$ cat src/rtl/acs_pkg.sv
package acs_pkg;

    typedef enum logic [1:0] {
        WR_IDLE,
        WR_GOT_ADDR,
        WR_GOT_DATA,
        WR_RESP
    } wr_state_e;

    typedef enum logic {
        RD_IDLE,
        RD_RESP
    } rd_state_e;

    // byte offsets of the mapped words
    localparam logic [7:0] OFS_CTRL  = 8'h00;
    localparam logic [7:0] OFS_A     = 8'h10;
    localparam logic [7:0] OFS_B     = 8'h18;
    localparam logic [7:0] OFS_B_VLD = 8'h1C;
    localparam logic [7:0] OFS_CI    = 8'h20;
    localparam logic [7:0] OFS_CO    = 8'h28;
    localparam logic [7:0] OFS_CO_VLD= 8'h2C;

    // bit positions inside the control word
    localparam int CB_START = 0;
    localparam int CB_DONE  = 1;
    localparam int CB_IDLE  = 2;
    localparam int CB_READY = 3;
    localparam int CB_AUTO  = 7;

    localparam logic [1:0] RESP_OKAY = 2'b00;

endpackage

$ cat src/rtl/acs_wr_fsm.sv
module acs_wr_fsm
    import acs_pkg::*;
#(
    parameter int ADDR_W = 6,
    parameter int DATA_W = 32
) (
    input  logic              clk,
    input  logic              rst_n,
    input  logic              awvalid,
    output logic              awready,
    input  logic [ADDR_W-1:0] awaddr,
    input  logic              wvalid,
    output logic              wready,
    input  logic [DATA_W-1:0] wdata,
    input  logic [DATA_W/8-1:0] wstrb,
    output logic              bvalid,
    input  logic              bready,
    output logic [1:0]        bresp,
    output logic              wr_fire,
    output logic [ADDR_W-1:0] wr_addr,
    output logic [DATA_W-1:0] wr_data,
    output logic              wr_be0
);

    localparam int STRB_W = DATA_W / 8;

    wr_state_e         state_q, state_d;
    logic [ADDR_W-1:0] addr_q;
    logic [DATA_W-1:0] data_q;
    logic              be0_q;
    logic              aw_hs, w_hs;
    logic [STRB_W-1:0] unused_strb;

    assign unused_strb = wstrb;

    // state register
    always_ff @(posedge clk or negedge rst_n) begin
        if (!rst_n) begin
            state_q <= WR_IDLE;
        end else begin
            state_q <= state_d;
        end
    end

    // held halves of a write that arrived in pieces
    always_ff @(posedge clk or negedge rst_n) begin
        if (!rst_n) begin
            addr_q <= '0;
            data_q <= '0;
            be0_q  <= 1'b0;
        end else begin
            if (aw_hs) addr_q <= awaddr;
            if (w_hs) begin
                data_q <= wdata;
                be0_q  <= wstrb[0];
            end
        end
    end

    // outputs and next state
    always_comb begin
        awready = (state_q == WR_IDLE) || (state_q == WR_GOT_DATA);
        wready  = (state_q == WR_IDLE) || (state_q == WR_GOT_ADDR);
        aw_hs   = awvalid && awready;
        w_hs    = wvalid && wready;
        bvalid  = (state_q == WR_RESP);
        bresp   = RESP_OKAY;
        wr_fire = 1'b0;
        wr_addr = (state_q == WR_GOT_ADDR) ? addr_q : awaddr;
        wr_data = (state_q == WR_GOT_DATA) ? data_q : wdata;
        wr_be0  = (state_q == WR_GOT_DATA) ? be0_q  : wstrb[0];
        state_d = state_q;
        unique case (state_q)
            WR_IDLE: begin
                if (aw_hs && w_hs) begin
                    wr_fire = 1'b1;
                    state_d = WR_RESP;
                end else if (aw_hs) begin
                    state_d = WR_GOT_ADDR;
                end else if (w_hs) begin
                    state_d = WR_GOT_DATA;
                end
            end
            WR_GOT_ADDR: begin
                if (w_hs) begin
                    wr_fire = 1'b1;
                    state_d = WR_RESP;
                end
            end
            WR_GOT_DATA: begin
                if (aw_hs) begin
                    wr_fire = 1'b1;
                    state_d = WR_RESP;
                end
            end
            WR_RESP: begin
                if (bready) state_d = WR_IDLE;
            end
            default: state_d = WR_IDLE;
        endcase
    end


    wr_resp_hold_chk: assert property (@(posedge clk) disable iff (!rst_n)
        (bvalid && !bready) |=> bvalid);


    wr_one_fire_chk: assert property (@(posedge clk) disable iff (!rst_n)
        wr_fire |=> (!wr_fire && bvalid));


    wr_no_accept_in_resp_chk: assert property (@(posedge clk) disable iff (!rst_n)
        bvalid |-> (!awready && !wready));

endmodule

$ cat src/rtl/acs_rd_fsm.sv
module acs_rd_fsm
    import acs_pkg::*;
#(
    parameter int ADDR_W = 6,
    parameter int DATA_W = 32
) (
    input  logic              clk,
    input  logic              rst_n,
    input  logic              arvalid,
    output logic              arready,
    input  logic [ADDR_W-1:0] araddr,
    output logic              rvalid,
    input  logic              rready,
    output logic [DATA_W-1:0] rdata,
    output logic [1:0]        rresp,
    output logic              rd_fire,
    output logic [ADDR_W-1:0] rd_addr,
    input  logic [DATA_W-1:0] rd_word
);

    rd_state_e         state_q, state_d;
    logic [DATA_W-1:0] data_q;

    // state register
    always_ff @(posedge clk or negedge rst_n) begin
        if (!rst_n) begin
            state_q <= RD_IDLE;
        end else begin
            state_q <= state_d;
        end
    end

    // word captured when the address is accepted
    always_ff @(posedge clk or negedge rst_n) begin
        if (!rst_n) begin
            data_q <= '0;
        end else if (rd_fire) begin
            data_q <= rd_word;
        end
    end

    // outputs and next state
    always_comb begin
        arready = (state_q == RD_IDLE);
        rvalid  = (state_q == RD_RESP);
        rdata   = data_q;
        rresp   = RESP_OKAY;
        rd_addr = araddr;
        rd_fire = 1'b0;
        state_d = state_q;
        unique case (state_q)
            RD_IDLE: begin
                if (arvalid) begin
                    rd_fire = 1'b1;
                    state_d = RD_RESP;
                end
            end
            RD_RESP: begin
                if (rready) state_d = RD_IDLE;
            end
            default: state_d = RD_IDLE;
        endcase
    end


    rd_resp_hold_chk: assert property (@(posedge clk) disable iff (!rst_n)
        (rvalid && !rready) |=> (rvalid && $stable(rdata)));


    rd_single_chk: assert property (@(posedge clk) disable iff (!rst_n)
        rd_fire |=> (rvalid && !arready));

endmodule

$ cat src/rtl/acs_regs.sv
module acs_regs
    import acs_pkg::*;
#(
    parameter int ADDR_W = 6,
    parameter int DATA_W = 32,
    parameter int ARG_W  = 8
) (
    input  logic              clk,
    input  logic              rst_n,
    input  logic              wr_fire,
    input  logic [ADDR_W-1:0] wr_addr,
    input  logic [DATA_W-1:0] wr_data,
    input  logic              wr_be0,
    input  logic              rd_fire,
    input  logic [ADDR_W-1:0] rd_addr,
    output logic [DATA_W-1:0] rd_word,
    input  logic              core_done,
    input  logic              core_idle,
    input  logic              core_ready,
    input  logic [ARG_W-1:0]  core_co,
    input  logic              core_co_vld,
    output logic              core_start,
    output logic [ARG_W-1:0]  arg_a,
    output logic [ARG_W-1:0]  arg_b,
    output logic              arg_b_vld,
    output logic [ARG_W-1:0]  arg_ci
);

    localparam int HI_W = DATA_W - ARG_W;

    function automatic logic hit(input logic [ADDR_W-1:0] a, input logic [7:0] ofs);
        logic [ADDR_W-1:0] o;
        o = ADDR_W'(ofs);
        return a[ADDR_W-1:2] == o[ADDR_W-1:2];
    endfunction

    logic             start_q, auto_q, done_q, bvld_q, covld_q;
    logic [ARG_W-1:0] a_q, b_q, ci_q, co_q;
    logic             wr_en, wr_ctrl, set_start, clr_start;
    logic             rd_ctrl, rd_covld;
    logic [HI_W-1:0]  unused_hi;

    assign unused_hi = wr_data[DATA_W-1:ARG_W];

    always_comb begin
        wr_en     = wr_fire && wr_be0;
        wr_ctrl   = wr_en && hit(wr_addr, OFS_CTRL);
        set_start = (wr_ctrl && wr_data[CB_START]) || (core_done && auto_q);
        clr_start = core_ready && start_q;
        rd_ctrl   = rd_fire && hit(rd_addr, OFS_CTRL);
        rd_covld  = rd_fire && hit(rd_addr, OFS_CO_VLD);
    end

    // handshake bits of the control word
    always_ff @(posedge clk or negedge rst_n) begin
        if (!rst_n) begin
            start_q <= 1'b0;
            auto_q  <= 1'b0;
            done_q  <= 1'b0;
        end else begin
            if (set_start)      start_q <= 1'b1;
            else if (clr_start) start_q <= 1'b0;
            if (wr_ctrl)        auto_q  <= wr_data[CB_AUTO];
            if (core_done)      done_q  <= 1'b1;
            else if (rd_ctrl)   done_q  <= 1'b0;
        end
    end

    // argument registers
    always_ff @(posedge clk or negedge rst_n) begin
        if (!rst_n) begin
            a_q     <= '0;
            b_q     <= '0;
            ci_q    <= '0;
            bvld_q  <= 1'b0;
            co_q    <= '0;
            covld_q <= 1'b0;
        end else begin
            if (wr_en && hit(wr_addr, OFS_A))  a_q  <= wr_data[ARG_W-1:0];
            if (wr_en && hit(wr_addr, OFS_B))  b_q  <= wr_data[ARG_W-1:0];
            if (wr_en && hit(wr_addr, OFS_CI)) ci_q <= wr_data[ARG_W-1:0];
            if (wr_en && hit(wr_addr, OFS_B_VLD)) bvld_q <= wr_data[0];
            else if (core_ready)                  bvld_q <= 1'b0;
            if (core_co_vld) co_q <= core_co;
            if (core_co_vld)   covld_q <= 1'b1;
            else if (rd_covld) covld_q <= 1'b0;
        end
    end

    // read mux
    always_comb begin
        rd_word = '0;
        if (hit(rd_addr, OFS_CTRL)) begin
            rd_word[CB_START] = start_q;
            rd_word[CB_DONE]  = done_q;
            rd_word[CB_IDLE]  = core_idle;
            rd_word[CB_READY] = core_ready;
            rd_word[CB_AUTO]  = auto_q;
        end else if (hit(rd_addr, OFS_A)) begin
            rd_word = DATA_W'(a_q);
        end else if (hit(rd_addr, OFS_B)) begin
            rd_word = DATA_W'(b_q);
        end else if (hit(rd_addr, OFS_B_VLD)) begin
            rd_word[0] = bvld_q;
        end else if (hit(rd_addr, OFS_CI)) begin
            rd_word = DATA_W'(ci_q);
        end else if (hit(rd_addr, OFS_CO)) begin
            rd_word = DATA_W'(co_q);
        end else if (hit(rd_addr, OFS_CO_VLD)) begin
            rd_word[0] = covld_q;
        end
    end

    assign core_start = start_q;
    assign arg_a      = a_q;
    assign arg_b      = b_q;
    assign arg_b_vld  = bvld_q;
    assign arg_ci     = ci_q;


    start_clear_chk: assert property (@(posedge clk) disable iff (!rst_n)
        (core_ready && core_start && !core_done && !wr_ctrl) |=> !core_start);


    auto_restart_chk: assert property (@(posedge clk) disable iff (!rst_n)
        (core_done && auto_q) |=> core_start);


    done_capture_chk: assert property (@(posedge clk) disable iff (!rst_n)
        core_done |=> done_q);


    bvld_clear_chk: assert property (@(posedge clk) disable iff (!rst_n)
        (core_ready && !wr_en) |=> !arg_b_vld);


    co_latch_chk: assert property (@(posedge clk) disable iff (!rst_n)
        core_co_vld |=> (covld_q && co_q == $past(core_co)));

endmodule

$ cat src/rtl/accel_ctrl_slave.sv
module accel_ctrl_slave
    import acs_pkg::*;
#(
    parameter int ADDR_W = 6,
    parameter int DATA_W = 32,
    parameter int ARG_W  = 8
) (
    input  logic              clk,
    input  logic              rst_n,
    input  logic              s_awvalid,
    output logic              s_awready,
    input  logic [ADDR_W-1:0] s_awaddr,
    input  logic              s_wvalid,
    output logic              s_wready,
    input  logic [DATA_W-1:0] s_wdata,
    input  logic [DATA_W/8-1:0] s_wstrb,
    output logic              s_bvalid,
    input  logic              s_bready,
    output logic [1:0]        s_bresp,
    input  logic              s_arvalid,
    output logic              s_arready,
    input  logic [ADDR_W-1:0] s_araddr,
    output logic              s_rvalid,
    input  logic              s_rready,
    output logic [DATA_W-1:0] s_rdata,
    output logic [1:0]        s_rresp,
    output logic              core_start,
    input  logic              core_done,
    input  logic              core_idle,
    input  logic              core_ready,
    output logic [ARG_W-1:0]  arg_a,
    output logic [ARG_W-1:0]  arg_b,
    output logic              arg_b_vld,
    output logic [ARG_W-1:0]  arg_ci,
    input  logic [ARG_W-1:0]  core_co,
    input  logic              core_co_vld
);

    logic              wr_fire, wr_be0, rd_fire;
    logic [ADDR_W-1:0] wr_addr, rd_addr;
    logic [DATA_W-1:0] wr_data, rd_word;

    acs_wr_fsm #(.ADDR_W(ADDR_W), .DATA_W(DATA_W)) u_wr (
        .clk     (clk),
        .rst_n   (rst_n),
        .awvalid (s_awvalid),
        .awready (s_awready),
        .awaddr  (s_awaddr),
        .wvalid  (s_wvalid),
        .wready  (s_wready),
        .wdata   (s_wdata),
        .wstrb   (s_wstrb),
        .bvalid  (s_bvalid),
        .bready  (s_bready),
        .bresp   (s_bresp),
        .wr_fire (wr_fire),
        .wr_addr (wr_addr),
        .wr_data (wr_data),
        .wr_be0  (wr_be0)
    );

    acs_rd_fsm #(.ADDR_W(ADDR_W), .DATA_W(DATA_W)) u_rd (
        .clk     (clk),
        .rst_n   (rst_n),
        .arvalid (s_arvalid),
        .arready (s_arready),
        .araddr  (s_araddr),
        .rvalid  (s_rvalid),
        .rready  (s_rready),
        .rdata   (s_rdata),
        .rresp   (s_rresp),
        .rd_fire (rd_fire),
        .rd_addr (rd_addr),
        .rd_word (rd_word)
    );

    acs_regs #(.ADDR_W(ADDR_W), .DATA_W(DATA_W), .ARG_W(ARG_W)) u_regs (
        .clk         (clk),
        .rst_n       (rst_n),
        .wr_fire     (wr_fire),
        .wr_addr     (wr_addr),
        .wr_data     (wr_data),
        .wr_be0      (wr_be0),
        .rd_fire     (rd_fire),
        .rd_addr     (rd_addr),
        .rd_word     (rd_word),
        .core_done   (core_done),
        .core_idle   (core_idle),
        .core_ready  (core_ready),
        .core_co     (core_co),
        .core_co_vld (core_co_vld),
        .core_start  (core_start),
        .arg_a       (arg_a),
        .arg_b       (arg_b),
        .arg_b_vld   (arg_b_vld),
        .arg_ci      (arg_ci)
    );

endmodule

$ cat config.mk
export PLATFORM = sky130hd
export DESIGN_NAME = accel_ctrl_slave
export DESIGN_NICKNAME = d
export VERILOG_FILES = /design/src/rtl/acs_pkg.sv /design/src/rtl/acs_wr_fsm.sv /design/src/rtl/acs_rd_fsm.sv /design/src/rtl/acs_regs.sv /design/src/rtl/accel_ctrl_slave.sv
export SDC_FILE = /design/constraint.sdc
export NUM_CORES = 1
export LEC_CHECK = 0
export ABC_CLOCK_PERIOD_IN_PS = 2200
export BUFFER_PORTS_ARGS = -buffer_cell sky130_fd_sc_hd__buf_4
export CORE_MARGIN = 4
export CORE_UTILIZATION = 44
export DETAILED_ROUTE_END_ITERATION = 8
export MAX_ROUTING_LAYER = met4
export PLACE_DENSITY_LB_ADDON = 0.12
export REMOVE_ABC_BUFFERS = 1
export SLEW_MARGIN = 5
export SYNTH_ARGS = -nofsm -noshare
export SYNTH_HDL_FRONTEND = slang
export SYNTH_SLANG_ARGS = --single-unit
$ cat constraint.sdc
create_clock -name clk -period 2.2 [get_ports clk]
set_clock_uncertainty 0.15 [all_clocks]
set_input_delay 0.44 -clock clk [delete_from_list [all_inputs] [get_ports clk]]
set_output_delay 0.44 -clock clk [all_outputs]
set_load 0.05 [all_outputs]
Word-level counts from Yosys, hierarchy flattened
Cells that the tools add are included. W data, S select, Z words.

Bits of input ports: 67. Logic and storage cells: 96. Flip-flop bits (word level): 87. Output and inout port bits: 67.

Reductions and logical operators: 25. Equality and inequality tests: 17. Bitwise logic cells: 1. Muxes and demuxes: 38.

Operators by type and width (number): $mux W32 (3); $mux W31 (1); $eq A4 B3 Y1 const B (6); $mux W24 (1); $mux W1 (19); $eq A4 B4 Y1 const B (4); $logic_and A1 B1 Y1 (14); $mux W2 (6); $logic_not A4 Y1 (2); $mux W8 (1); $pmux W2 S4 (1); $reduce_bool A2 Y1 (4); $mux W7 (1); $mux W6 (1); $ne A2 B1 Y1 const B (3); $eq A2 B2 Y1 const B (2); $mux W4 (1); $ne A4 B2 Y1 const B (1); $reduce_and A4 Y1 (1); $logic_or A1 B1 Y1 (3); $mux W3 (1); $pmux W1 S3 (1); $eq A2 B1 Y1 const B (1); $logic_not A2 Y1 (1); other kinds (2) (2).

Depth between registers and ports, before layout
Depth after elaboration: 11. Depth in mapped cells: 8. Gate-level depth less buffers: 6.

Cells and area by module
From an unflattened synthesis, not the netlist that was laid out.

Cell total of the unflattened synthesis: 414. Area, all modules: 5714.2 sq um.

By module, submodules not included: acs_wr_fsm (area an instance 2215.9 sq um, seq. area each 1026.0 sq um, times used 1, cells each 156); acs_regs (area an instance 2080.7 sq um, seq. area each 925.9 sq um, times used 1, cells each 177); acs_rd_fsm (area an instance 1417.6 sq um, seq. area each 825.8 sq um, times used 1, cells each 81).

Worst setup path after synthesis
No wires, ideal clock.

Path kind: reg2reg. Start: reg u_wr.state_q[1]. End: reg u_regs.a_q[0], in the netlist u_regs.arg_a[0]. Arrival time: 1.948 ns. Slack: -0.023 ns. Required time: 1.925 ns. Cell stages (with the launch flop): 9. Clock period less this slack: 2.223 ns. Cell sequence: dfrtp_1 > inv_1 > ha_1 > buf_6 > or3b_1 > a22oi_1 > and3_1 > buf_4 > mux2_2.

Cells in the longest elaborated chain, start to end: 8.

RTL lines: start: declaration (line acs_wr_fsm.sv:27) `wr_state_e state_q, state_d;`; start signal: assignment (line acs_wr_fsm.sv:41) `state_q <= state_d;`; $eq A2 B2 Y1, or another cell as far along; $logic_or A1 B1 Y1 (on tied branches) (line acs_wr_fsm.sv:62, acs_wr_fsm.sv:63); $logic_and A1 B1 Y1 (on tied branches) (line acs_wr_fsm.sv:64, acs_wr_fsm.sv:65); $logic_and A1 B1 Y1 (line acs_wr_fsm.sv:75) `if (aw_hs && w_hs) begin`; $mux W1 (line acs_wr_fsm.sv:75); $pmux W1 S3 (line acs_wr_fsm.sv:73) `unique case (state_q)`; $logic_and A1 B1 Y1 (line acs_regs.sv:46) `wr_en = wr_fire && wr_be0;`; $logic_and A1 B1 Y1 (line acs_regs.sv:79) `if (wr_en && hit(wr_addr, OFS_A)) a_q <= wr_data[ARG_W-1:0];`; end signal: assignment (line acs_regs.sv:79); end: declaration (line acs_regs.sv:38) `logic [ARG_W-1:0] a_q, b_q, ci_q, co_q;`.

Parallel ways exist; a longest one is shown, timed or not. A chain may end at the register's enable or synchronous reset.

Worst setup path after layout
Start: reg u_wr.state_q[0]. End: reg u_regs.ci_q[4], in the netlist u_regs.arg_ci[4].

Cells in the longest elaborated chain, start to end: 8.

RTL lines: $eq A2 B2 Y1, or another cell as far along; $logic_or A1 B1 Y1 (on tied branches) (line acs_wr_fsm.sv:62, acs_wr_fsm.sv:63); $logic_and A1 B1 Y1 (on tied branches) (line acs_wr_fsm.sv:64, acs_wr_fsm.sv:65); $logic_and A1 B1 Y1 (line acs_wr_fsm.sv:75); $mux W1 (line acs_wr_fsm.sv:75); $pmux W1 S3 (line acs_wr_fsm.sv:73); $logic_and A1 B1 Y1 (line acs_regs.sv:46); $logic_and A1 B1 Y1 (line acs_regs.sv:81) `if (wr_en && hit(wr_addr, OFS_CI)) ci_q <= wr_data[ARG_W-1:0];`; end signal: assignment (line acs_regs.sv:81); end: declaration (line acs_regs.sv:38).

Parallel ways exist; a longest one is shown, timed or not.

==> flow_summary.toml <==
[clock_network]
clock_latency_ps = 320
cts_max_level = 3
cts_root_buffer = "clkbuf_8"
cts_tree = "yes"
clk_pin_slew_ps = 70
postCtsHoldBufs = 0
clockBufferDepth = 2
cts_buffers = 9
cts.sinks = 61

[critical_path]
cp_max_fo = 8
crit_required_ps = 2270
crit_family = "simple AND/OR/NAND/NOR gates"
end_kind = "register"
path_cells = "ha_4 > or3_4 > a2111oi_4 > nand3_4 > mux2_4"
critPathKind = "reg -> reg"
cp.arrival_ps = 2330
crit_slowest_cell = "a2111oi_4"
slowest_delay_ps = 440
startpoint_type = "register"
crit_buf_inv = 0

[detailed_routing]
wl_met2_um = 3400
drtIter0Drc = 83
top_layer_used = "met4"
drc = 0
wl_per_cell_um = 15.6
avgViaCountPerCell = 4.96
drt-met1-wl_um = 3450
antenna_left = 0
dr_wl_met3_um = 499
routed_wirelength_um = 7470
vias = 2376
first_pass_iters = 4

[logic_synthesis]
yosysWarnings = 0
yosysSeqAreaShare_pct = 46.6
async_reset_ff_share_pct = 100
synth_edf_count = 0
synthCells = 284
syn_area_um2 = 3280
synth_cell_types = 43
avgSynthCellArea_um2 = 11.5
synth_seq_cells = 61
synth_ff_type = "dfrtp_1"

[die]
row_count = 31
dieWidth_um = 94.3
die_h_um = 94.3
ioPinCount = 134
start_util_pct = 45.2
die_area_um2 = 8890
core_area_um2 = 7250

[sta]
max_slew_margin_pct = 48.6
setup_ws_ps = -58.0
setup_viol = 17
rsz0062_at_grt = "yes"
drv_slew = 0
setup_tns_ps = -460
hold_viol = 0
period_share_pct = 103
fin_crit_ps = 2260
max_freq_mhz = 443
tightestPinTransition_ps = 771

[power]
power_leakage_nw = 2.01
power.density_nw_per_um2 = 1460
vdd_ir_drop_max_uv = 1050

[worst_hold_path]
hp-class = "in -> async"

[placement]
io_buffers = 74
dpl_cell_area_um2 = 3940
numPlacedInstances = 461
gp_congestion = 0.838
dp_slack_ps = -201
hpwl_um = 5680

[global_routing]
grt_pass1_wl_um = 12000
grt_pass1_vias = 2400
grt_start_max_net_pins = 62
overflow = 0
grt_use_total_pct = 18.1
antenna_found_initial = 0

[cells_and_area]
area_growth_pct = 28.7
drive_gt1_share_pct = 45.5
final_cells = 479
antenna_cells = 0
nets = 447
design_area_um2 = 4220

[outcome]
violations = "negative setup slack"
status = "finished with violations"

[flow_run]
maxCapViolCount = 0
worst register-to-register path: stages, from the launching register on:
cell	delay, ps
dfrtp_1	410
ha_4	210
or3_4	410
a2111oi_4	440
nand3_4	200
mux2_4	330
Yosys cell counts (all sizes together) (2+ instances only):
master,count,area [um2]
a31oi,2,12.5
inv,8,30.0
dfrtp,61,1530
mux2i,7,70.1
nand2b,4,25.0
mux2,54,612
nand2,21,78.8
or2,2,12.5
or3b,2,17.5
a221oi,7,61.3
nor3,3,15.0
ha,5,62.6
o21ai,16,80.1
a22oi,7,52.6
nand3b,9,67.6
nor2,3,11.3
nand3,4,32.5
clkbuf,8,30.0
buf,31,236
a21oi,11,58.8
nor2b,2,12.5
placed cells by master (no fill, tap or decap), types with 2 or more instances in the layout:
cell type / instances
nand2_1: 21
mux2_4: 2
nand2b_1: 4
ha_4: 2
a221oi_1: 7
a22oi_1: 7
nor2b_1: 2
nand3b_1: 9
buf_12: 2
inv_1: 7
or2_4: 2
nand3_1: 3
a21oi_1: 10
mux2_2: 51
nor3_1: 3
ha_1: 2
clkbuf_8: 12
mux2i_1: 7
dfrtp_1: 61
o21ai_0: 16
conb_1: 28
buf_8: 2
a31oi_1: 2
nor2_1: 3
buf_4: 88
cell type report:
class,count,area (um2)
multi-input cells,203,1590
repair buffers,92,731
fillers,654,3040
well taps,99,124
flip-flops and latches,61,1530
inverters,8,30.0
clock buffers,13,169
clock inverters,3,42.5
stage by stage:
step	util, %	power (W)	hold slack (ps)
final	58.1	0.00616	38.3
after global routing	58.1	0.00651	93.1
after CTS	57.7	0.00613	59.0
after detailed placement	54.3	0.00500	319
after global placement	54.3	0.00494	307
after floorplan	-	0.00394	-5.59
layer usage:
layer / up-vias / track usage, %
met5: - / -
met4: 0 / 6.98
li1: 1149 / -
met1: 1122 / 24.6
met3: 13 / 3.61
met2: 92 / 26.7
state kept, by name (all words and copies together), names as in the netlist, 2 cells and up:
| signal | cells |
|---|---|
| u_regs.arg_b | 8 |
| u_wr.data_q | 8 |
| u_regs.arg_a | 8 |
| u_rd.rdata | 8 |
| u_regs.arg_ci | 8 |
| u_wr.addr_q | 4 |
| u_wr.state_q | 2 |
| u_regs.co_q | 8 |
where the power goes:
part / internal (W) / total, W / leakage [nW] / switching (W)
logic: 0.00130 / 0.00325 / 1.14 / 0.00196
clock network: 0.000615 / 0.00104 / 0.106 / 0.000425
registers: 0.00153 / 0.00187 / 0.767 / 0.000337
logic make-up after synthesis:
| group | Yosys count | share of synthesized area [%] |
|---|---|---|
| multiplexers | 61 | 20.8 |
| flip-flops | 61 | 46.6 |
| AND/OR/NAND/NOR | 58 | 10.7 |
| AO/OA/AOI/OAI | 51 | 10.8 |
| buffers and inverters | 47 | 9.05 |
| adder cells (fa/ha/maj) | 5 | 1.91 |
| other | 1 | 0.114 |
what timing repair did:
| action | CTS | global route |
|---|---|---|
| resized for setup | 9 | 5 |
| endpoints found under the setup margin | 27 | 27 |
| setup buffers | 0 | 2 |
| pin swaps | 4 | 2 |
final timing paths:
check,from,end,slack [ps],depth (start not counted)
max,u_wr.state_q[0]$_DFFE_PN0P_,u_regs.arg_ci[4]$_DFFE_PN0P_,-60,5
min,rst_n,u_rd.rvalid$_DFF_PN0_,40,1
max reg2reg,u_wr.state_q[0]$_DFFE_PN0P_,u_regs.arg_ci[4]$_DFFE_PN0P_,-60,5
min reg2reg,u_regs.covld_q$_DFFE_PN0P_,u_regs.covld_q$_DFFE_PN0P_,340,1
max in group asynchronous,rst_n,u_wr.addr_q[4]$_DFFE_PN0N_,1360,1
min in group clk,s_rready,u_rd.rvalid$_DFF_PN0_,140,2
(Power assumes the default switching activity.)
